**config.mk**
```make
export PLATFORM = sky130hd
export DESIGN_NAME = first_stage_rule
export DESIGN_NICKNAME = d
export VERILOG_FILES = /design/src/rtl/xfer_chk_pkg.sv /design/src/rtl/first_stage_rule.sv
export SDC_FILE = /design/constraint.sdc
export NUM_CORES = 1
export LEC_CHECK = 0
export BUFFER_PORTS_ARGS = -buffer_cell sky130_fd_sc_hd__buf_2
export CORE_AREA = 2 2 39 41
export DETAILED_ROUTE_END_ITERATION = 10
export DIE_AREA = 0 0 41 43
export PLACE_DENSITY = 0.38
export SETUP_SLACK_MARGIN = 0.1
export SLEW_MARGIN = 10
export SYNTH_ARGS = -nofsm -noshare
export SYNTH_HDL_FRONTEND = slang
export SYNTH_SLANG_ARGS = --single-unit
export TNS_END_PERCENT = 20
```
**constraint.sdc**
```tcl
create_clock -name vclk -period 1
set_input_delay 0.2 -clock vclk [all_inputs]
set_output_delay 0.2 -clock vclk [all_outputs]
set_load 0.1 [all_outputs]
```
**src/rtl/xfer_chk_pkg.sv**
```systemverilog
package xfer_chk_pkg;

    localparam int DTYPE_W = 4;

    typedef enum logic [1:0] {
        K_CALL = 2'b00,
        K_JMP  = 2'b01,
        K_INT  = 2'b10,
        K_IRET = 2'b11
    } xfer_kind_e;

    typedef enum logic [2:0] {
        D_CODE,
        D_DATA,
        D_TSS,
        D_CALLG,
        D_TASKG,
        D_INTG,
        D_TRAPG,
        D_OTHER
    } desc_cat_e;

    typedef enum logic [1:0] {
        C_NONE  = 2'b00,
        C_INTRA = 2'b01,
        C_GATE  = 2'b10,
        C_TASK  = 2'b11
    } xfer_class_e;

    typedef enum logic [2:0] {
        ST_IDLE,
        ST_CHECK_FIRST,
        ST_FETCH_TARGET,
        ST_CHECK_TARGET,
        ST_DONE
    } seq_state_e;

endpackage

```
**src/rtl/first_stage_rule.sv**
```systemverilog
module first_stage_rule
    import xfer_chk_pkg::*;
(
    input  xfer_kind_e  kind,
    input  desc_cat_e   cat,
    input  logic        present,
    output logic        fault,
    output logic        need_target,
    output logic        want_code,
    output xfer_class_e cls
);
    logic legal;

    always_comb begin
        legal       = 1'b0;
        need_target = 1'b0;
        want_code   = 1'b0;
        cls         = C_NONE;
        unique case (kind)
            K_CALL, K_JMP: begin
                unique case (cat)
                    D_CODE:  begin legal = 1'b1; cls = C_INTRA; end
                    D_TSS:   begin legal = 1'b1; cls = C_TASK;  end
                    D_CALLG: begin legal = 1'b1; cls = C_GATE; need_target = 1'b1; want_code = 1'b1; end
                    D_TASKG: begin legal = 1'b1; cls = C_TASK; need_target = 1'b1; end
                    default: legal = 1'b0;
                endcase
            end
            K_INT: begin
                unique case (cat)
                    D_INTG, D_TRAPG: begin legal = 1'b1; cls = C_GATE; need_target = 1'b1; want_code = 1'b1; end
                    D_TASKG:         begin legal = 1'b1; cls = C_TASK; need_target = 1'b1; end
                    default:         legal = 1'b0;
                endcase
            end
            K_IRET: begin
                if (cat == D_TSS) begin
                    legal = 1'b1;
                    cls   = C_TASK;
                end
            end
            default: legal = 1'b0;
        endcase
        fault = !(legal && present);
    end
endmodule

```
==> metrics, run 1 <==
status complete, but fails checks; failing checks setup timing; unrepaired setup endpoints after global routing yes; Post-Syn Nets 29; Die Wd 41 microns; initial antenna violation count 0; count of final setup violators 5; Core ar. 1380 sq um; leakage 0.166 nW; TritonRoute pass-1 iters 2; Mapped Area 151 sq um; max-slew violation total from the final report 0; Pwr Total 0.310 mW; Crit-path slowest cell and4bb_4; Die Y-Extent 43 microns; worst hold-check path type input port to output pin; Vias 227; Final #Nets 46; Yosys cell types 16; top-count cell post-synth nand2_1; Worst setup EP type output pin; fin crit share 1.24; sequential element share of the synthesized area 0; CP Cell Sequence buf_8 > and4bb_4 > o21ai_2 > o21ai_2 > buf_12; clkbuf count 0; Synth warnings 0; area grow syn2layout 187%; layout cell share with drive strength beyond 1 0.789; I/O pin count 11; top cells by area, synth nand2b_1, and4bb_4, nand2_1; Slew @ Worst Pin 0.216 ns; largest net degree at the start of global routing 8; critical setup path kind input port to output pin; post-synthesis mux area share 0.0661; Cells after Synth 23; cell taking the most area after synthesis nand2b_1; adder-cell area share of the yosys netlist 0; diode count 0; Vias/cell 4.20; fmax 809 MHz; post-detail-place hpwl 376 microns; Hold Violations, Final 0; CP max FO 6; delay-heaviest family, CP simple AND/OR/NAND/NOR gates; Final ANT Viol Nets 0; die area 1760 sq um; Tmin final 1.24 ns; Reg area 0 sq um; Rel. slew slack 0.856; number of port buffers 11; Synth top area share 0.124; Cells after DPL 52; number of global-route vias before repair 226; CP arrival 1.04 ns; maximum VDD drop 0.234 mV; remaining global-route overflow 0; Worst path max stage delay 0.39 ns; routed len/inst 9.87 microns; critical path startpoint category input port; main combinational cell family by area after synthesis simple AND/OR/NAND/NOR gates; GPL Wtd Cong 0.704; Critical Path RT 0.80 ns; first-pass GRT wire length 910 microns; Finished Layout Cells 54; most frequent cells after synthesis nand2_1, nand2b_1, a21oi_1, o21ai_1; PD cells 715 nW/um^2; WL final 533 microns; GR Util All Layers 0.0690; Most common cell on crit path o21ai_2; Post-Synth Simple-Gate Area 0.579; Initial Util 0.109; DRC viols 0; Avg Cell Area, Syn 6.58 sq um; xor/xnor share of the synthesized area 0; Max Cap Viol 0; DRT iter0 DRCs 3; WP buf/inv 2; Std-Cell Rows 14; sequential cell count 0; Synth Area in Compound Gates 0.331; final worst setup slack -0.236 ns
==> metal layers <==
layer,routed length (microns),vias to the layer above,part of all wire,GRT usage
met5,0,-,0,0
met4,0,0,0,0
met3,19,0,0.036,0
met2,294,5,0.55,0.125
met1,220,108,0.41,0.0921
li1,-,114,-,-
==> final timing paths <==
kind                start        end  cells past startpoint
hold / removal    present      fault                      3
setup / recovery   cat[1]  want_code                      5
==> layout by cell type (no fill, tap or decap) <==
| master | synthesis | routed |
|---|---|---|
| nand2b_1 | 3 | 2 |
| nor2b_2 | 0 | 1 |
| buf_4 | 0 | 4 |
| inv_2 | 0 | 1 |
| nand2_2 | 0 | 1 |
| and4bb_4 | 1 | 1 |
| buf_8 | 0 | 3 |
| buf_12 | 0 | 5 |
| nor3b_2 | 0 | 1 |
| nand3b_1 | 1 | 1 |
| o31ai_4 | 0 | 1 |
| buf_6 | 0 | 1 |
| nor2_1 | 1 | 1 |
| or2_1 | 1 | 1 |
| a31oi_4 | 0 | 1 |
| nand2b_2 | 0 | 1 |
| buf_2 | 0 | 2 |
| a21oi_2 | 0 | 2 |
| mux2i_4 | 0 | 1 |
| nand2_1 | 4 | 3 |
| o21ai_2 | 0 | 3 |
| and3_4 | 0 | 1 |
==> stage by stage <==
stage / TNS (ns) / setup slack, ns / instance area [sq um] / hold slack [ns] / utilization
after floorplan: -2.09 / -0.485 / 170 / 0.619 / -
after global placement: -1.33 / -0.309 / 335 / 0.728 / 0.242
after detailed placement: -1.33 / -0.300 / 335 / 0.728 / 0.242
after CTS: -1.04 / -0.243 / 414 / 0.730 / 0.299
after global routing: -1.15 / -0.257 / 434 / 0.739 / 0.314
final: -0.993 / -0.236 / 434 / 0.728 / 0.314
==> cells by family (layout without fill, tap and decap cells) <==
family                 Yosys count  after routing
AOI/OAI and AO/OA                7              7
buffers and inverters            1             16
muxes                            1              1
and+or+nand+nor                 14             14
==> repair_timing <==
action,4_1_cts,5_1_grt
hold buffers,0,0
pin swaps,4,2
buffers inserted,2,0
setup endpoints to repair,5,5
resized for setup,18,5
==> report_power, final <==
| part | switching, mW | leakage [nW] | total (mW) | internal, mW |
|---|---|---|---|---|
| clock | 0 | 0 | 0 | 0 |
| combinational | 0.181 | 0.166 | 0.310 | 0.130 |
| sequential | 0 | 0 | 0 | 0 |
==> layout make-up <==
| cell class | instances | area, sq um |
|---|---|---|
| fill | 144 | 950 |
| tap | 16 | 20.0 |
| multi-input combinational | 22 | 214 |
| timing repair buffer | 15 | 196 |
| inverter | 1 | 3.75 |
Note: power is estimated with default switching activity, not from simulation.
==> run 2, diff against run 1 <==
--- a/config.mk
+++ b/config.mk
@@ -10,6 +10,7 @@
 export DETAILED_ROUTE_END_ITERATION = 10
 export DIE_AREA = 0 0 41 43
 export PLACE_DENSITY = 0.38
+export REMOVE_ABC_BUFFERS = 1
 export SETUP_SLACK_MARGIN = 0.1
 export SLEW_MARGIN = 10
 export SYNTH_ARGS = -nofsm -noshare
==> constraint.sdc (replaced) <==
create_clock -name vclk -period 1.3
set_input_delay 0.26 -clock vclk [all_inputs]
set_output_delay 0.26 -clock vclk [all_outputs]
set_load 0.1 [all_outputs]
==> metrics, run 2 (synthesis gave the netlist of run 1 again) <==
status complete, but fails checks; failing checks setup timing; diode count 0 (unchanged); Finished Layout Cells 54 (unchanged); Filler Cell Count 158 (+9.7%); Crit-path slowest cell and4bb_4; Reg area 0 sq um (unchanged); Die Y-Extent 43 microns (unchanged); Max Cap Viol 0 (unchanged); GR Util All Layers 0.0800 (+0.0110); Final ANT Viol Nets 0 (unchanged); most frequent cells in the layout buf_12, buf_4, nand2_1, nand2b_4; final worst setup slack -0.0551 ns (+0.181 ns); DRT iter0 DRCs 0 (-3); critical path startpoint category input port; PD cells 549 nW/um^2 (-23%); final setup TNS -0.182 ns (+0.811 ns); Final #Nets 46 (unchanged); fin crit share 1.04; I/O pin count 11 (unchanged); most common cell after layout, fill and taps aside buf_12; number of port buffers 11 (unchanged); remaining global-route overflow 0 (unchanged); fmax 738 MHz; initial antenna violation count 0 (unchanged); Core ar. 1380 sq um (unchanged); Std-Cell Rows 14 (unchanged); largest net degree at the start of global routing 8 (unchanged); Rel. slew slack 0.855 (-0.00113); Worst path max stage delay 0.38 ns (about the same); WL final 633 microns (+19%); max-slew violation total from the final report 0 (unchanged); DRC viols 0 (unchanged); unrepaired setup endpoints after global routing yes; Cells after DPL 54 (+3.8%); leakage 0.178 nW (+7.5%); critical setup path kind input port to output pin; TritonRoute pass-1 iters 1 (-1); Vias/cell 4.22 (+0.44%); Hold Violations, Final 0 (unchanged); first-pass GRT wire length 1.04 mm (+14%); Vias 228 (+0.44%); CP Cell Sequence buf_8 > and4bb_4 > a31oi_4 > nand2_2 > buf_12; CP arrival 1.10 ns (+0.06 ns); Slew @ Worst Pin 0.218 ns (+0.00170 ns); Critical Path RT 1.04 ns (+0.24 ns); Pwr Total 0.248 mW (-20%); Tmin final 1.36 ns; routed len/inst 11.7 microns (+19%); die area 1760 sq um (unchanged); clkbuf count 0 (unchanged); GPL Wtd Cong 0.705 (+0.16%); CP max FO 6 (unchanged); number of global-route vias before repair 247 (+9.3%); Worst setup EP type output pin; count of final setup violators 4 (-1); post-detail-place hpwl 434 microns (+15%); layout cell share with drive strength beyond 1 0.789 (unchanged); sequential cell count 0 (unchanged); Die Wd 41 microns (unchanged); area grow syn2layout 198%; pre-CTS WS -0.144 ns (+0.155 ns); WHS 0.858 ns (+0.130 ns); worst hold-check path type input port to output pin; Initial Util 0.109 (unchanged); hold path depth 3 (unchanged); Multi-input gate area 235 sq um (+9.9%); maximum VDD drop 0.175 mV (-25%)
-- run 2: cell counts in the layout (fill, tap and decap cells not counted) --
No cell type changed its count.
-- run 2: worst paths after layout --
kind	start	to	slack [ns]
setup / recovery	cat[1]	need_target	-0.06
hold / removal	present	fault	0.86
-- run 2: layout make-up --
type | count | share of cell area
multi-input cells | 22 | 0.521
repair buffers | 15 | 0.427
well taps | 16 | 0.0443
inverters | 1 | 0.00831
-- run 2: per-layer routing --
metal | track usage | wire length, microns | vias up
met2 | 0.144 | 373 | 5
met3 | 0 | 36 | 0
met1 | 0.108 | 223 | 109
met5 | 0 | 0 | -
li1 | - | - | 114
met4 | 0 | 0 | 0
-- run 2: worst max-delay path: cells and delay by family --
family | cells | cell delay [ns]
and+or+nand+nor | 2 | 0.49
buffers and inverters | 2 | 0.28
AOI/OAI and AO/OA | 1 | 0.06
-- run 2: metrics by stage --
step           utilization  area [sq um]
2_1_floorplan            -           151
3_3_place_gp         0.240           332
3_5_place_dp         0.240           332
4_1_cts              0.286           395
5_1_grt              0.326           452
6_report             0.326           452
-- run 2: repair_timing --
item / in CTS / in global routing
endpoints found under the hold margin: 0 / 0
pin swaps: 2 / 4
hold buffers: 0 / 0
resized for setup: 15 / 13
endpoints found under the setup margin: 5 / 5
setup buffers: 0 / 0
-- run 2: where the power goes --
| group | internal, mW | leakage [nW] | switching (mW) | total [mW] |
|---|---|---|---|---|
| clock network | 0 | 0 | 0 | 0 |
| logic | 0.104 | 0.178 | 0.144 | 0.248 |
| registers | 0 | 0 | 0 | 0 |
==> run 3, diff against run 2 <==
--- a/config.mk
+++ b/config.mk
@@ -9,7 +9,7 @@
 export CORE_AREA = 2 2 39 41
 export DETAILED_ROUTE_END_ITERATION = 10
 export DIE_AREA = 0 0 41 43
-export PLACE_DENSITY = 0.38
+export PLACE_DENSITY = 0.39
 export REMOVE_ABC_BUFFERS = 1
 export SETUP_SLACK_MARGIN = 0.1
 export SLEW_MARGIN = 10
==> constraint.sdc (replaced) <==
create_clock -name vclk -period 1.1
set_input_delay 0.22 -clock vclk [all_inputs]
set_output_delay 0.22 -clock vclk [all_outputs]
set_load 0.1 [all_outputs]
==> metrics, run 3 (synthesis gave the netlist of run 1 again) <==
number of port buffers 11 (unchanged); largest net degree at the start of global routing 9 (+1); area grow syn2layout 168%; GPL Wtd Cong 0.702 (-0.45%); CTS Hold Buffers Added 0 (unchanged); final worst setup slack -0.183 ns (-0.128 ns); Tmin final 1.28 ns; Vias/cell 4.12 (-2.5%); diode count 0 (unchanged); critical path startpoint category input port; Switching Share 0.593 (+0.0119); Reg area 0 sq um (unchanged); PD cells 668 nW/um^2 (+21%); WHS Endpoint fault; switching pwr 0.161 mW (+11%); fmax 779 MHz; Setup Fix Bufs, Post-CTS 0 (unchanged); Slew @ Worst Pin 0.234 ns (+0.0165 ns); Core ar. 1380 sq um (unchanged); Critical Path RT 0.88 ns (-0.16 ns); I/O pin count 11 (unchanged); failing checks setup timing; CP arrival 1.06 ns (-0.04 ns); unrepaired setup endpoints after global routing yes; hold path depth 3 (unchanged); Die Y-Extent 43 microns (unchanged); WL final 544 microns (-14%); max-slew violation total from the final report 0 (unchanged); GR Util All Layers 0.0669 (-0.0131); Comb power frac 1.000 (about the same); TritonRoute pass-1 iters 2 (+1); clock share of power 0 (unchanged); Die Wd 41 microns (unchanged); Rel. slew slack 0.841 (-0.0146); number of global-route vias before repair 212 (-14%); Std-Cell Rows 14 (unchanged); remaining global-route overflow 0 (unchanged); min-delay src present; post-detail-place hpwl 391 microns (-9.8%); clkbuf count 0 (unchanged); status complete, but fails checks; fin crit share 1.17; CP max FO 6 (unchanged); Worst setup EP type output pin; DRC viols 0 (unchanged); final setup TNS -0.691 ns (-0.509 ns); initial antenna violation count 0 (unchanged); WHS 0.783 ns (-0.0749 ns); Final #Nets 44 (-4.3%); Vias 214 (-6.1%); Final ANT Viol Nets 0 (unchanged); pre-CTS WS -0.260 ns (-0.116 ns); worst hold-check path type input port to output pin; DRT iter0 DRCs 1 (+1); most common cell after layout, fill and taps aside buf_12; Initial Util 0.109 (unchanged); critical setup path kind input port to output pin; routed len/inst 10.5 microns (-11%); first-pass GRT wire length 862 microns (-17%); maximum VDD drop 0.253 mV (+44%); layout cell share with drive strength beyond 1 0.694 (-0.0950); sequential cell count 0 (unchanged); Hold Violations, Final 0 (unchanged); leakage 0.155 nW (-13%); most frequent cells in the layout buf_12, buf_8, nand2_1, nand2b_1; Int Power 0.110 mW (+6.0%); count of final setup violators 5 (+1); Max Cap Viol 0 (unchanged); Seq pwr share 0 (unchanged); die area 1760 sq um (unchanged)
-- run 3: worst max-delay path, stage by stage --
cell and delay (ns):
buf_8 0.10, and4bb_4 0.38, a31oi_4 0.05, nand2b_1 0.13, buf_12 0.18
-- run 3: per-stage QoR --
| step | instances | cell area, sq um | util | power, mW |
|---|---|---|---|---|
| detailed placement | 52 | 317 | 0.229 | 0.233 |
| CTS | 52 | 394 | 0.285 | 0.268 |
| finish | 52 | 405 | 0.293 | 0.271 |
| floorplan | 23 | 151 | - | 0.136 |
| global route | 52 | 405 | 0.293 | 0.281 |
| global placement | 52 | 317 | 0.229 | 0.234 |
-- run 3: power groups by stage --
| stage | logic (mW) | clock network, mW | registers, mW |
|---|---|---|---|
| final | 0.271 | 0 | 0 |
| after global routing | 0.281 | 0 | 0 |
| after CTS | 0.268 | 0 | 0 |
| after detailed placement | 0.233 | 0 | 0 |
| after global placement | 0.234 | 0 | 0 |
| after floorplan | 0.136 | 0 | 0 |
-- run 3: final cells by class --
| cell class | count | area, sq um |
|---|---|---|
| Multi-Input combinational cell | 22 | 196 |
| Inverter | 1 | 3.75 |
| Fill cell | 154 | 978 |
| Timing Repair Buffer | 13 | 185 |
| Tap cell | 16 | 20.0 |
-- run 3: how the worst max path moves through the flow --
| stage | from | end | slack, ns |
|---|---|---|---|
| after floorplan | kind[0] | fault | -0.96 |
| after global placement | cat[1] | fault | -0.26 |
| after detailed placement | kind[0] | want_code | -0.26 |
| after CTS | cat[1] | cls[1] | -0.19 |
| after global routing | cat[0] | cls[1] | -0.20 |
| final | kind[0] | cls[1] | -0.18 |
-- run 3: repair_timing --
item / 4_1_cts / 5_1_grt
gates cloned: 0 / 0
gates resized for setup: 21 / 3
setup endpoints to repair: 5 / 5
pin swaps: 5 / 3
-- run 3: per-layer routing --
layer	up-vias	wire length [microns]	global-route usage
li1	111	-	-
met3	0	35	0.0105
met4	0	0	0
met5	-	0	0
met2	6	255	0.113
met1	97	253	0.0918
